[src/rtl/nfc_pkg.sv]
`timescale 1ns/1ps
package nfc_pkg;
  localparam int unsigned TF_W = 4;

  localparam int unsigned REG_DATA   = 0;
  localparam int unsigned REG_ADDR   = 1;
  localparam int unsigned REG_CMD    = 2;
  localparam int unsigned REG_CTRL   = 4;
  localparam int unsigned REG_CFG    = 5;
  localparam int unsigned REG_STAT   = 6;
  localparam int unsigned REG_EVT    = 7;
  localparam int unsigned REG_EVTEN  = 8;
  localparam int unsigned REG_EVTCLR = 10;
  localparam int unsigned REG_TIMING = 11;

  localparam int unsigned CFG_CE_BIT   = 5;
  localparam int unsigned CTRL_RST_BIT = 2;
  localparam int unsigned N_EVT        = 2;
  localparam int unsigned CFG_W        = 6;

  typedef enum logic [2:0] {PH_IDLE, PH_SETUP, PH_WIDTH, PH_HOLD, PH_WAIT} phase_e;
  typedef enum logic [1:0] {OP_CMD, OP_ADR, OP_WR, OP_RD} op_e;

  // field order is fixed by the timing register layout
  typedef struct packed {
    logic [TF_W-1:0] rdy;
    logic [TF_W-1:0] width;
    logic [TF_W-1:0] hold;
    logic [TF_W-1:0] setup;
  } dir_timing_t;
endpackage

[src/rtl/nfc_sync.sv]
`timescale 1ns/1ps
module nfc_sync #(
  parameter int unsigned STAGES  = 2,
  parameter logic        RST_VAL = 1'b1
) (
  input  logic clk_i,
  input  logic rst_ni,
  input  logic d_i,
  output logic q_o
);
  logic [STAGES-1:0] chain_q;

  generate
    if (STAGES == 1) begin : g_one
      always_ff @(posedge clk_i or negedge rst_ni)
        if (!rst_ni) chain_q <= RST_VAL;
        else         chain_q <= d_i;
    end else begin : g_many
      always_ff @(posedge clk_i or negedge rst_ni)
        if (!rst_ni) chain_q <= {STAGES{RST_VAL}};
        else         chain_q <= {chain_q[STAGES-2:0], d_i};
    end
  endgenerate

  assign q_o = chain_q[STAGES-1];
endmodule

[src/rtl/nfc_seq.sv]
`timescale 1ns/1ps
module nfc_seq
  import nfc_pkg::*;
#(
  parameter int unsigned DW = 8
) (
  input  logic          clk_i,
  input  logic          rst_ni,
  input  logic          soft_rst_i,
  input  logic          start_i,
  input  op_e           op_i,
  input  logic [DW-1:0] byte_i,
  input  dir_timing_t   wr_tim_i,
  input  dir_timing_t   rd_tim_i,
  input  logic [DW-1:0] dq_i,
  output logic          busy_o,
  output logic          done_o,
  output logic          cyc_o,
  output logic          cle_o,
  output logic          ale_o,
  output logic          we_no,
  output logic          re_no,
  output logic          dq_oe_o,
  output logic [DW-1:0] dq_o,
  output logic [DW-1:0] rd_byte_o
);
  phase_e          ph_q;
  logic [TF_W-1:0] cnt_q;
  op_e             op_q;
  logic [DW-1:0]   byte_q;
  logic [DW-1:0]   rd_q;
  dir_timing_t     tim_q;
  dir_timing_t     tim_sel;
  logic            last;

  // a zero field still yields one clock
  function automatic logic [TF_W-1:0] load(input logic [TF_W-1:0] f);
    return (f == '0) ? '0 : f - 1'b1;
  endfunction

  assign tim_sel = (op_i == OP_RD) ? rd_tim_i : wr_tim_i;
  assign last    = (cnt_q == '0);

  always_ff @(posedge clk_i or negedge rst_ni) begin
    if (!rst_ni) begin
      ph_q   <= PH_IDLE;
      cnt_q  <= '0;
      op_q   <= OP_CMD;
      byte_q <= '0;
      rd_q   <= '0;
      tim_q  <= '0;
    end else if (soft_rst_i) begin
      ph_q  <= PH_IDLE;
      cnt_q <= '0;
    end else begin
      unique case (ph_q)
        PH_IDLE: if (start_i) begin
          ph_q   <= PH_SETUP;
          op_q   <= op_i;
          byte_q <= byte_i;
          tim_q  <= tim_sel;
          cnt_q  <= load(tim_sel.setup);
        end
        PH_SETUP: if (last) begin
          ph_q  <= PH_WIDTH;
          cnt_q <= load(tim_q.width);
        end else cnt_q <= cnt_q - 1'b1;
        PH_WIDTH: if (last) begin
          ph_q  <= PH_HOLD;
          cnt_q <= load(tim_q.hold);
          if (op_q == OP_RD) rd_q <= dq_i;
        end else cnt_q <= cnt_q - 1'b1;
        PH_HOLD: if (last) begin
          if (tim_q.rdy == '0) ph_q <= PH_IDLE;
          else begin
            ph_q  <= PH_WAIT;
            cnt_q <= tim_q.rdy - 1'b1;
          end
        end else cnt_q <= cnt_q - 1'b1;
        PH_WAIT: if (last) ph_q <= PH_IDLE;
                 else      cnt_q <= cnt_q - 1'b1;
        default: ph_q <= PH_IDLE;
      endcase
    end
  end

  assign busy_o    = (ph_q != PH_IDLE);
  assign cyc_o     = (ph_q == PH_SETUP) || (ph_q == PH_WIDTH) || (ph_q == PH_HOLD);
  assign done_o    = (ph_q == PH_HOLD) && last;
  assign cle_o     = cyc_o && (op_q == OP_CMD);
  assign ale_o     = cyc_o && (op_q == OP_ADR);
  assign we_no     = !((ph_q == PH_WIDTH) && (op_q != OP_RD));
  assign re_no     = !((ph_q == PH_WIDTH) && (op_q == OP_RD));
  assign dq_oe_o   = cyc_o && (op_q != OP_RD);
  assign dq_o      = dq_oe_o ? byte_q : '0;
  assign rd_byte_o = rd_q;
endmodule

[src/rtl/nfc_regs.sv]
`timescale 1ns/1ps
module nfc_regs
  import nfc_pkg::*;
#(
  parameter int unsigned AW = 4,
  parameter int unsigned RW = 32,
  parameter int unsigned DW = 8
) (
  input  logic          clk_i,
  input  logic          rst_ni,
  input  logic          req_i,
  input  logic          we_i,
  input  logic [AW-1:0] addr_i,
  input  logic [RW-1:0] wdata_i,
  output logic          ack_o,
  output logic [RW-1:0] rdata_o,
  input  logic          busy_i,
  input  logic          done_i,
  input  logic [DW-1:0] rd_byte_i,
  input  logic          rb_sync_i,
  output logic          start_o,
  output op_e           op_o,
  output logic [DW-1:0] byte_o,
  output dir_timing_t   wr_tim_o,
  output dir_timing_t   rd_tim_o,
  output logic          ce_force_o,
  output logic          soft_rst_o,
  output logic          irq_o
);
  logic [CFG_W-1:0] cfg_q;
  logic [N_EVT-1:0] evt_q, evt_en_q, evt_set, evt_clr;
  logic [RW-1:0]    tim_q;
  logic             pend_q, rb_prev_q;
  logic             is_ctrl, is_drd, is_launch_wr, accept, launch_rd, wr_acc;

  assign is_ctrl      = (addr_i == AW'(REG_CTRL));
  assign is_drd       = (addr_i == AW'(REG_DATA)) && !we_i;
  assign is_launch_wr = we_i && ((addr_i == AW'(REG_DATA)) ||
                                 (addr_i == AW'(REG_ADDR)) ||
                                 (addr_i == AW'(REG_CMD)));

  // control writes bypass the busy stall so a reset can abort a cycle
  assign accept    = req_i && !pend_q && !is_drd && (!busy_i || (is_ctrl && we_i));
  assign launch_rd = req_i && !pend_q && !busy_i && is_drd;
  assign wr_acc    = accept && we_i;
  assign ack_o     = accept || (pend_q && done_i);

  assign start_o    = (accept && is_launch_wr) || launch_rd;
  assign byte_o     = wdata_i[DW-1:0];
  assign soft_rst_o = wr_acc && is_ctrl && wdata_i[CTRL_RST_BIT];

  always_comb begin
    if (launch_rd)                          op_o = OP_RD;
    else if (addr_i == AW'(REG_CMD))        op_o = OP_CMD;
    else if (addr_i == AW'(REG_ADDR))       op_o = OP_ADR;
    else                                    op_o = OP_WR;
  end

  assign evt_set = {done_i, rb_sync_i && !rb_prev_q};
  assign evt_clr = (wr_acc && addr_i == AW'(REG_EVTCLR)) ? wdata_i[N_EVT-1:0] : '0;

  always_ff @(posedge clk_i or negedge rst_ni) begin
    if (!rst_ni) begin
      cfg_q     <= '0;
      evt_q     <= '0;
      evt_en_q  <= '0;
      tim_q     <= '0;
      pend_q    <= 1'b0;
      rb_prev_q <= 1'b1;
    end else begin
      rb_prev_q <= rb_sync_i;
      if (soft_rst_o) begin
        evt_q  <= '0;
        pend_q <= 1'b0;
      end else begin
        evt_q <= (evt_q & ~evt_clr) | evt_set;
        if (launch_rd)            pend_q <= 1'b1;
        else if (pend_q && done_i) pend_q <= 1'b0;
      end
      if (wr_acc && addr_i == AW'(REG_CFG))    cfg_q    <= wdata_i[CFG_W-1:0];
      if (wr_acc && addr_i == AW'(REG_EVTEN))  evt_en_q <= wdata_i[N_EVT-1:0];
      if (wr_acc && addr_i == AW'(REG_TIMING)) tim_q    <= wdata_i;
    end
  end

  always_comb begin
    rdata_o = '0;
    unique case (addr_i)
      AW'(REG_DATA):   rdata_o[DW-1:0]    = rd_byte_i;
      AW'(REG_CFG):    rdata_o[CFG_W-1:0] = cfg_q;
      AW'(REG_STAT):   rdata_o[0]         = rb_sync_i;
      AW'(REG_EVT):    rdata_o[N_EVT-1:0] = evt_q;
      AW'(REG_EVTEN):  rdata_o[N_EVT-1:0] = evt_en_q;
      AW'(REG_TIMING): rdata_o            = tim_q;
      default:         rdata_o            = '0;
    endcase
  end

  assign wr_tim_o   = dir_timing_t'(tim_q[RW-1:RW/2]);
  assign rd_tim_o   = dir_timing_t'(tim_q[RW/2-1:0]);
  assign ce_force_o = cfg_q[CFG_CE_BIT];
  assign irq_o      = |(evt_q & evt_en_q);
endmodule

[src/rtl/nand_bus_ctrl.sv]
`timescale 1ns/1ps
module nand_bus_ctrl
  import nfc_pkg::*;
#(
  parameter int unsigned ADDR_W      = 4,
  parameter int unsigned REG_W       = 32,
  parameter int unsigned BUS_W       = 8,
  parameter int unsigned SYNC_STAGES = 2
) (
  input  logic              clk_i,
  input  logic              rst_ni,
  input  logic              req_i,
  input  logic              we_i,
  input  logic [ADDR_W-1:0] addr_i,
  input  logic [REG_W-1:0]  wdata_i,
  output logic              ack_o,
  output logic [REG_W-1:0]  rdata_o,
  output logic              irq_o,
  output logic              nand_ce_no,
  output logic              nand_cle_o,
  output logic              nand_ale_o,
  output logic              nand_we_no,
  output logic              nand_re_no,
  output logic [BUS_W-1:0]  nand_dq_o,
  output logic              nand_dq_oe_o,
  input  logic [BUS_W-1:0]  nand_dq_i,
  input  logic              nand_rb_i
);
  logic             rb_sync, busy, done, cyc, start, ce_force, soft_rst;
  op_e              op;
  logic [BUS_W-1:0] wr_byte, rd_byte;
  dir_timing_t      wr_tim, rd_tim;

  nfc_sync #(.STAGES(SYNC_STAGES), .RST_VAL(1'b1)) u_sync (
    .clk_i (clk_i), .rst_ni (rst_ni), .d_i (nand_rb_i), .q_o (rb_sync)
  );

  nfc_regs #(.AW(ADDR_W), .RW(REG_W), .DW(BUS_W)) u_regs (
    .clk_i      (clk_i),
    .rst_ni     (rst_ni),
    .req_i      (req_i),
    .we_i       (we_i),
    .addr_i     (addr_i),
    .wdata_i    (wdata_i),
    .ack_o      (ack_o),
    .rdata_o    (rdata_o),
    .busy_i     (busy),
    .done_i     (done),
    .rd_byte_i  (rd_byte),
    .rb_sync_i  (rb_sync),
    .start_o    (start),
    .op_o       (op),
    .byte_o     (wr_byte),
    .wr_tim_o   (wr_tim),
    .rd_tim_o   (rd_tim),
    .ce_force_o (ce_force),
    .soft_rst_o (soft_rst),
    .irq_o      (irq_o)
  );

  nfc_seq #(.DW(BUS_W)) u_seq (
    .clk_i      (clk_i),
    .rst_ni     (rst_ni),
    .soft_rst_i (soft_rst),
    .start_i    (start),
    .op_i       (op),
    .byte_i     (wr_byte),
    .wr_tim_i   (wr_tim),
    .rd_tim_i   (rd_tim),
    .dq_i       (nand_dq_i),
    .busy_o     (busy),
    .done_o     (done),
    .cyc_o      (cyc),
    .cle_o      (nand_cle_o),
    .ale_o      (nand_ale_o),
    .we_no      (nand_we_no),
    .re_no      (nand_re_no),
    .dq_oe_o    (nand_dq_oe_o),
    .dq_o       (nand_dq_o),
    .rd_byte_o  (rd_byte)
  );

  assign nand_ce_no = !(ce_force || cyc);
endmodule

[config.mk]
export PLATFORM = sky130hd
export DESIGN_NAME = nand_bus_ctrl
export DESIGN_NICKNAME = d
export VERILOG_FILES = /design/src/rtl/nfc_pkg.sv /design/src/rtl/nfc_sync.sv /design/src/rtl/nfc_seq.sv /design/src/rtl/nfc_regs.sv /design/src/rtl/nand_bus_ctrl.sv
export SDC_FILE = /design/constraint.sdc
export NUM_CORES = 1
export LEC_CHECK = 0
export ABC_AREA = 1
export ABC_CLOCK_PERIOD_IN_PS = 5900
export CORE_MARGIN = 1
export CORE_UTILIZATION = 55
export CTS_CLUSTER_DIAMETER = 120
export DETAILED_ROUTE_END_ITERATION = 12
export DONT_BUFFER_PORTS = 1
export MAX_ROUTING_LAYER = met4
export PLACE_DENSITY = 0.67
export SYNTH_ARGS = -nofsm -noshare
export SYNTH_HDL_FRONTEND = slang
export SYNTH_HIERARCHICAL = 1
export SYNTH_SLANG_ARGS = --single-unit
[constraint.sdc]
create_clock -name clk_i -period 5.9 [get_ports clk_i]
set_input_delay 1.18 -clock clk_i [delete_from_list [all_inputs] [get_ports clk_i]]
set_output_delay 1.18 -clock clk_i [all_outputs]
set_load 0.02 [all_outputs]
# Yosys cells after proc, flatten, opt, wreduce, memory -nomap -nowiden
# Cells that the tools add are included.
word_totals:
  reg_bits: 83
  wordCells: 139
  output_inout_bits: 48
  inputBits: 49
op_classes:
  n_reduce_logical: 56
  eq_ne: 24
  addsub: 5
  mux: 34
  bitwise: 5
op_table:
  columns: ["cell", "count"]
  rows:
  - ["$mux W4", 10]
  - ["$logic_and A1 B1 Y1", 24]
  - ["$logic_not A4 Y1", 6]
  - ["$mux W24", 1]
  - ["$mux W3", 7]
  - ["$pmux W4 S5", 1]
  - ["$sub A4 B1 Y4 const B", 5]
  - ["$eq A4 B3 Y1 const B", 4]
  - ["$mux W16", 1]
  - ["$pmux W3 S5", 1]
  - ["$eq A4 B4 Y1 const B", 3]
  - ["$ne A3 B2 Y1 const B", 4]
  - ["$pmux W4 S3", 1]
  - ["$mux W2", 5]
  - ["$logic_not A1 Y1", 8]
  - ["$logic_or A1 B1 Y1", 8]
  - ["$mux W8", 1]
  - ["$reduce_and A4 Y1", 2]
  - ["$eq A3 B2 Y1 const B", 2]
  - ["$ne A3 B3 Y1 const B", 2]
  - ["$pmux W1 S6", 1]
  - ["$reduce_bool A3 Y1", 2]
  - ["$reduce_bool A6 Y1", 1]
  - ["$pmux W1 S5", 1]
  - ["other kinds (19)", 23]

# Longest topological paths before layout
# Gate-level depths: netlist of the first run.
logic_depth:
  ltp_word: 12
  mapped_depth: 19
  depth_no_buf: 17

# Modules after synthesis
# Netlist of the first run, hierarchy kept.
by_module_without_submodules:
  columns: ["module", "seq_area_each_um2", "instances", "cells_each", "area_each_um2"]
  rows:
  - ["nfc_seq", 925.9, 1, 327, 2409.8]
  - ["nfc_regs", 1102.3, 1, 313, 2312.2]
  - ["nfc_sync", 52.6, 1, 2, 52.6]
  - ["nand_bus_ctrl", 0.0, 1, 1, 3.8]

# Least setup slack after synthesis of the first run
# OpenSTA, ideal clock, no wires.
synth_timing:
  path_kind: "input -> output"
  from: "input addr_i[1]"
  to: "output rdata_o[0]"
  path_slack_ps: 2662
  n_path_buf: 0
  required_ps: 4720
  t_arrival_ps: 2058
  path_stages: 7
  cell_sequence: "nand2_1 > inv_1 > nand3_2 > clkinv_1 > a22o_1 > a21oi_1 > nand3_1"
synth_between:
  elab_chain_cells: 2
  elab_cells_between_ends: 7
  cone_classes: "5 x eq/ne; 1 x mux; 1 x reduce/logical"
synth_lines:
  columns: ["item", "line", "text"]
  rows:
  - ["from (decl)", "nand_bus_ctrl.sv:14", "input logic [ADDR_W-1:0] addr_i,"]
  - ["$eq A4 B4 Y1 (tied with other cells)", "nfc_regs.sv:88", "unique case (addr_i)"]
  - ["$pmux W1 S6 (*)", "nfc_regs.sv:88", null]
  - ["to (decl)", "nand_bus_ctrl.sv:17", "output logic [REG_W-1:0] rdata_o,"]
# Every way passes the cells marked *; elsewhere a longest branch is shown, timed or not.

# Final worst setup path of the first run
# Same ends and word-level chain as after synthesis.

==> results of run 1 <==
-- cells in the mapped netlist, types with 8 or more instances --
cell,instances,area [sq um]
a21oi_1,9,45.0
nor2_1,75,282
a31oi_1,13,81.3
dfrtp_1,80,2000
inv_1,86,323
mux2_4,8,120
nand2_1,188,706
o21ai_0,24,120
nand3_1,63,315
ha_1,9,113
buf_2,8,40.0
buf_4,11,82.6
o21ai_1,8,40.0
-- worst register-to-register path, delay by kind of cell (launching register included) --
family | cells | cell delay, ns
and+or+nand+nor | 9 | 1.80
buffers and inverters | 4 | 0.62
DFF | 1 | 0.44
AOI/OAI and AO/OA | 1 | 0.15
-- sequential cells by signal, indices dropped and copies added (netlist names) --
| name | count |
|---|---|
| u_seq/tim_q | 12 |
| u_seq/rd_byte_o | 8 |
| u_regs/evt_en_q | 2 |
| u_regs/evt_q | 2 |
| u_seq/op_q | 2 |
| u_regs/rb_prev_q | 1 |
| u_seq/cnt_q | 4 |
| u_regs/tim_q | 32 |
| u_regs/cfg_q | 6 |
| u_seq/ph_q | 3 |
| u_seq/byte_q | 8 |
| u_regs/pend_q | 1 |
| u_sync/chain_q | 2 |
-- worst min path at each step --
| stage | end | startpoint | cells past startpoint | slack, ns |
|---|---|---|---|---|
| global placement | u_sync/chain_q[1] | u_sync/chain_q[0] | 0 | 0.35 |
| floorplan | u_sync/chain_q[1] | u_sync/chain_q[0] | 0 | 0.35 |
| finish | u_sync/chain_q[1] | u_sync/chain_q[0] | 0 | 0.37 |
| detailed placement | u_sync/chain_q[1] | u_sync/chain_q[0] | 0 | 0.35 |
| CTS | u_sync/chain_q[1] | u_sync/chain_q[0] | 0 | 0.37 |
| global route | u_sync/chain_q[1] | u_sync/chain_q[0] | 0 | 0.37 |
-- cell type report --
| type | count | area (sq um) | area share [%] |
|---|---|---|---|
| Sequential cell | 83 | 2080 | 42.1 |
| Timing Repair Buffer | 3 | 22.5 | 0.456 |
| Clock buffer | 9 | 124 | 2.51 |
| Inverter | 94 | 353 | 7.14 |
| Clock inverter | 7 | 81.3 | 1.65 |
| Tap cell | 105 | 131 | 2.66 |
| Multi-Input combinational cell | 436 | 2150 | 43.5 |
-- cells by family after synthesis --
| group | count (synthesis) | synth area share, % |
|---|---|---|
| XOR/XNOR | 5 | 0.916 |
| adder cells (fa/ha/maj) | 9 | 2.36 |
| buffers and inverters | 124 | 11.4 |
| multiplexers | 8 | 2.51 |
| AO/OA/AOI/OAI | 61 | 7.23 |
| AND/OR/NAND/NOR | 353 | 32.0 |
| flip-flops | 83 | 43.5 |
-- metal layers --
layer	part of all wire (%)	GRT usage [%]	vias to the layer above
li1	-	-	1974
met1	46	35.8	1860
met2	44	40.5	141
met3	7.3	4.86	20
met4	2.8	10.2	0
met5	0	-	-
-- power by group --
part / switching [mW] / leakage [nW] / internal, mW
clock: 0.225 / 0.107 / 0.204
combinational: 0.0186 / 1.26 / 0.00582
sequential: 0.000735 / 1.09 / 0.571
total: 0.245 / 2.46 / 0.780
-- stage by stage --
stage               hold WS, ns  utilization (%)  cell area [sq um]  std cells  total power, mW
global placement          0.347             57.1               4740        721            0.606
finish                    0.365             59.6               4940        737             1.02
detailed placement        0.347             57.1               4740        721            0.606
floorplan                 0.345                -               4780        643            0.605
global route              0.374             59.6               4940        737             1.06
CTS                       0.367             59.6               4940        737             1.03
==> impl_metrics.csv, run 1 <==
group,metric,value,unit
clock_tree,hold_buffers,0,
clock_tree,clk_latency,0.36,ns
timing,post-route-min-period,3.87,ns
synthesis,syn_nets,701,
worst_setup_path,setup.worst_path.start,"addr_i[1]",
pwr,leakage,2.46,nW
routing,drt_iter0_markers,213,
timing,tightestPinTransition,1.12,ns
worst_setup_path,r2r_slack,2.82,ns
placed_design,pre_cts_slack,2.02,ns
placed_design,port_buffers,0,
timing,period_share,65.7,%
worst_setup_path,cp_top_family,"simple AND/OR/NAND/NOR gates",
timing,slew_headroom,25.3,%
clock_tree,numCtsBuffers,9,
global_route,track_usage,26.8,%
synthesis,syn-instance-count,643,
timing,setup_violations,0,
timing,rsz0062_at_grt,"false",
global_route,gr-total-overflow,0,
worst_setup_path,r2r_cells,14,
global_route,grt_pass1_wl,17.9,mm
clock_tree,root_buffer,"clkbuf_8",
global_route,grt_max_degree,84,
global_route,grt_pass1_vias,3739,
timing,fmax,258,MHz
synthesis,synth-main-ff-cell,"dfrtp_1",
routing,first_pass_iters,5,
worst_setup_path,critPathKind,"in2out",
layout,drive_gt1_share,8.54,%
clock_tree,clock_path_buffers,2,
clock_tree,cts_tree,"done",
status,status,"finished clean",
synthesis,ys_types,35,
synthesis,synth_edf_count,0,
die,die-area,0.00906,sq mm
placed_design,place_hpwl,8.20,mm
worst_setup_path,cp_max_fo,35,
clock_tree,clkSinkCount,83,
worst_setup_path,worstSetupEndpoint,"rdata_o[0]",
layout,final_common_cell,"nand2_1",
layout,area_delta_synth_final,3.46,%
worst_setup_path,endpoint_kind,"output pin",
die,rows,33,
die,die_w,95.2,um
die,io_pins,97,
die,fp.dieH,95.2,um
placed_design,gp_congestion,0.922,
clock_tree,postCtsSetupBuffers,0,
pwr,power_density,207,mW/mm^2
synthesis,yosysSeqAreaShare,43.5,%
run,cap_violations,0,
worst_setup_path,path_buf_inv,3,
synthesis,synthesis.area,0.00478,sq mm
worst_setup_path,crit_path_cell_trace,"nand2_1 > inv_1 > nand3_2 > clkinv_1 > buf_4 > a22o_1 > a21oi_1 > nand3_1",
worst_setup_path,worst-path-stages,8,
synthesis,postSynthAreaPerCell,7.43,sq um
synthesis,ys_seq_elements,83,
layout,diodes,0,
timing,hold_viol,0,
routing,final_antenna_net_count,0,
global_route,antenna_found_initial,0,
clock_tree,htreeDepth,3,
layout,fillers,757,
layout,layout.nets,685,
worst_setup_path,start_kind,"primary input",
routing,avgRoutedWirePerCell,14.9,um
worst_setup_path,timing.rr.end,"u_seq/tim_q[10]",
routing,vias,3995,
clock_tree,clkTransAtPathRegs,0.10,ns
routing,totalWireLength,11.0,mm
timing,clock_skew,0.0104,ns
routing,via_per_inst,5.42,
clock_tree,cts_resized,0,
worst_setup_path,crit_required,4.72,ns
synthesis,synthArstFlopShare,100,%
worst_setup_path,critical_path_arrival,2.69,ns
worst_setup_path,rr_startpoint,"u_seq/ph_q[1]",
timing,tns,0,ns
synthesis,ys_warn_count,6,
worst_setup_path,critPathMaxStageDelay,0.39,ns
timing,slew_violations,0,
pwr,ir_worst_vdd,0.115,mV
routing,drc,0,
die,start_util,57.6,%
layout,layout_common_cells,"188 x nand2_1, 86 x inv_1, 80 x dfrtp_1, 75 x nor2_1, 63 x nand3_1",
timing,setup_ws,2.03,ns
die,core,0.00830,sq mm
min_path,hp-class,"reg2reg",
worst_setup_path,slowest_stage,"nand3_2",
(Power assumes the default switching activity.)
==> run 2, diff against run 1 <==
--- a/config.mk
+++ b/config.mk
@@ -6,14 +6,14 @@
 export NUM_CORES = 1
 export LEC_CHECK = 0
 export ABC_AREA = 1
-export ABC_CLOCK_PERIOD_IN_PS = 5900
+export ABC_CLOCK_PERIOD_IN_PS = 3200
 export CORE_MARGIN = 1
 export CORE_UTILIZATION = 55
 export CTS_CLUSTER_DIAMETER = 120
 export DETAILED_ROUTE_END_ITERATION = 12
 export DONT_BUFFER_PORTS = 1
 export MAX_ROUTING_LAYER = met4
-export PLACE_DENSITY = 0.67
+export PLACE_DENSITY = 0.7
 export SYNTH_ARGS = -nofsm -noshare
 export SYNTH_HDL_FRONTEND = slang
 export SYNTH_HIERARCHICAL = 1
==> constraint.sdc (replaced) <==
create_clock -name clk_i -period 3.2 [get_ports clk_i]
set_input_delay 0.64 -clock clk_i [delete_from_list [all_inputs] [get_ports clk_i]]
set_output_delay 0.64 -clock clk_i [all_outputs]
set_load 0.02 [all_outputs]
==> run 2 against run 1 <==
  * Sequential share of layout area is 0.42 points lower
  * Critical path type is now reg2out
  * Cell area up 1.0%
  * Critical endpoint is now nand_dq_o[7]
  * Die area did not move
  * Largest power group unchanged
==> impl_metrics.csv, run 2 (same netlist as run 1, synthesis figures left out) <==
group,metric,value,unit
die,io_pins,97,
worst_setup_path,critPathKind,"reg2out",
clock_tree,postCtsSetupBuffers,0,
timing,clock_skew,0.0123,ns
placed_design,place_hpwl,8.52,mm
global_route,gr-usage-met3,3.83,%
status,status,"finished clean",
timing,tightestPinTransition,0.700,ns
routing,totalWireLength,11.4,mm
timing,hold_viol,0,
pwr,ir_worst_vdd,0.227,mV
global_route,busiest_layer,"met1",
layout,diodes,0,
worst_setup_path,endpoint_kind,"output pin",
timing,post-route-min-period,2.74,ns
layout,area.sequential,0.00208,sq mm
clock_tree,root_buffer,"clkbuf_8",
min_path,hp-class,"in2async",
die,rows,33,
routing,drt_iter0_markers,283,
pwr,p_sw_share,25.7,%
routing,drc,0,
timing,slew_headroom,52.9,%
layout,fillers,765,
layout,layout.nets,692,
clock_tree,hold_buffers,1,
die,die-area,0.00906,sq mm
global_route,track_usage,28.2,%
layout,largest_reg_flops,32,
routing,vias,4049,
placed_design,post_dp_cell_area,0.00478,sq mm
worst_setup_path,start_kind,"register",
timing,setup_violations,0,
die,start_util,57.6,%
global_route,antenna_found_initial,0,
routing,avgRoutedWirePerCell,15.3,um
layout,post-route-util,60.2,%
clock_tree,cts_resized,0,
routing,first_pass_iters,5,
timing,slew_violations,0,
pwr,power_frac_comb,3.7,%
clock_tree,cts_tree,"done",
pwr,seqPwrFrac,57.4,%
timing,tns,0,ns
die,core,0.00830,sq mm
clock_tree,numCtsBuffers,9,
worst_setup_path,critPathMaxStageDelay,0.47,ns
global_route,gr-total-overflow,0,
clock_tree,clock_path_buffers,2,
routing,via_per_inst,5.44,
layout,largest_registers,"u_regs/tim_q x32, u_seq/tim_q x12",
layout,final_common_cell,"nand2_1",
layout,final_area,0.00499,sq mm
layout,layout_common_cells,"188 x nand2_1, 86 x inv_1, 80 x dfrtp_1, 75 x nor2_1, 63 x nand3_1",
placed_design,dpl.cell_count,727,
layout,area_delta_synth_final,4.50,%
pwr,clockPowerShare,38.9,%
placed_design,port_buffers,0,
timing,fmax,364,MHz
clock_tree,clkSinkCount,83,
pwr,intPower,1.36,mW
clock_tree,clkTransAtPathRegs,0.09,ns
layout,drive_gt1_share,9.55,%
global_route,met2_usage,40.1,%
clock_tree,htreeDepth,3,
worst_setup_path,crit_path_cell_trace,"inv_1 > nand2_1 > nand2_2 > nor2_1 > inv_1 > nor2_1",
global_route,use_met1,40.4,%
timing,period_share,85.7,%
run,cap_violations,0,
global_route,grt_max_degree,81,
worst_setup_path,cp_max_fo,8,
layout,multi_input_area,0.00215,sq mm
pwr,leakage,2.48,nW
clock_tree,clk_latency,0.36,ns
timing,rsz0062_at_grt,"false",
placed_design,gp_congestion,0.934,
worst_setup_path,crit_required,2.56,ns
die,die_w,95.2,um
routing,final_antenna_net_count,0,
pwr,power_density,367,mW/mm^2
layout,regMostFlops,"u_regs/tim_q",
die,fp.dieH,95.2,um
pwr,power_switching,0.471,mW
global_route,grt_pass1_vias,3740,
global_route,grt_pass1_wl,18.5,mm
worst_setup_path,slowest_stage,"dfrtp_1",
layout,fin_cells,744,
worst_setup_path,critical_path_arrival,2.10,ns
[run 2: changes by cell type in the layout (fill, tap and decap cells not counted), sizes merged]
cell / change
buf: +7
bufinv: -1
clkinv: +1
clkinvlp: +1
inv: -1
[run 2: critical path, delay by kind of cell, from the launching register on]
family        cells  cell delay [ns]
flops             1             0.47
buf+inv           2             0.33
simple gates      4             0.95
[run 2: layout make-up]
type / count / area share (%)
tap: 105 / 2.63
clock inverter: 7 / 1.18
inverter: 94 / 7.07
timing repair buffer: 10 / 1.90
sequential: 83 / 41.7
clock buffer: 9 / 2.48
multi-input combinational: 436 / 43.1
[run 2: power by group through the flow]
stage	registers (mW)	logic, mW	clock network [mW]
3_5_place_dp	1.07	0.0439	0
5_1_grt	1.05	0.0776	0.777
6_report	1.05	0.0672	0.713
3_3_place_gp	1.07	0.0432	0
2_1_floorplan	1.07	0.0425	0
4_1_cts	1.05	0.0682	0.729
[run 2: metrics by stage]
| step | hold WS (ns) | setup slack [ns] | power [mW] |
|---|---|---|---|
| 2_1_floorplan | 0.344 | 0.620 | 1.12 |
| 3_3_place_gp | 0.346 | 0.685 | 1.12 |
| 3_5_place_dp | 0.347 | 0.553 | 1.12 |
| 4_1_cts | 0.0952 | 0.419 | 1.85 |
| 5_1_grt | 0.0832 | 0.275 | 1.91 |
| 6_report | 0.108 | 0.456 | 1.83 |
[run 2: per-layer routing]
| metal | wire length (um) | vias up |
|---|---|---|
| met5 | 0 | - |
| met4 | 300 | 0 |
| met3 | 640 | 23 |
| met2 | 5040 | 129 |
| met1 | 5410 | 1905 |
| li1 | - | 1992 |
[run 2: final timing paths]
check / depth (start not counted) / start / endpoint / slack (ns)
max: 6 / u_seq/ph_q[0] / nand_dq_o[7] / 0.46
max reg2reg: 16 / u_seq/ph_q[1] / u_seq/cnt_q[3] / 0.92
min: 0 / rst_ni / u_regs/rb_prev_q / 0.11
min in group clk_i: 0 / nand_rb_i / u_sync/chain_q[0] / 0.26
min reg2reg: 0 / u_sync/chain_q[0] / u_sync/chain_q[1] / 0.36
max in group asynchronous: 1 / rst_ni / u_seq/rd_byte_o[3] / 2.72
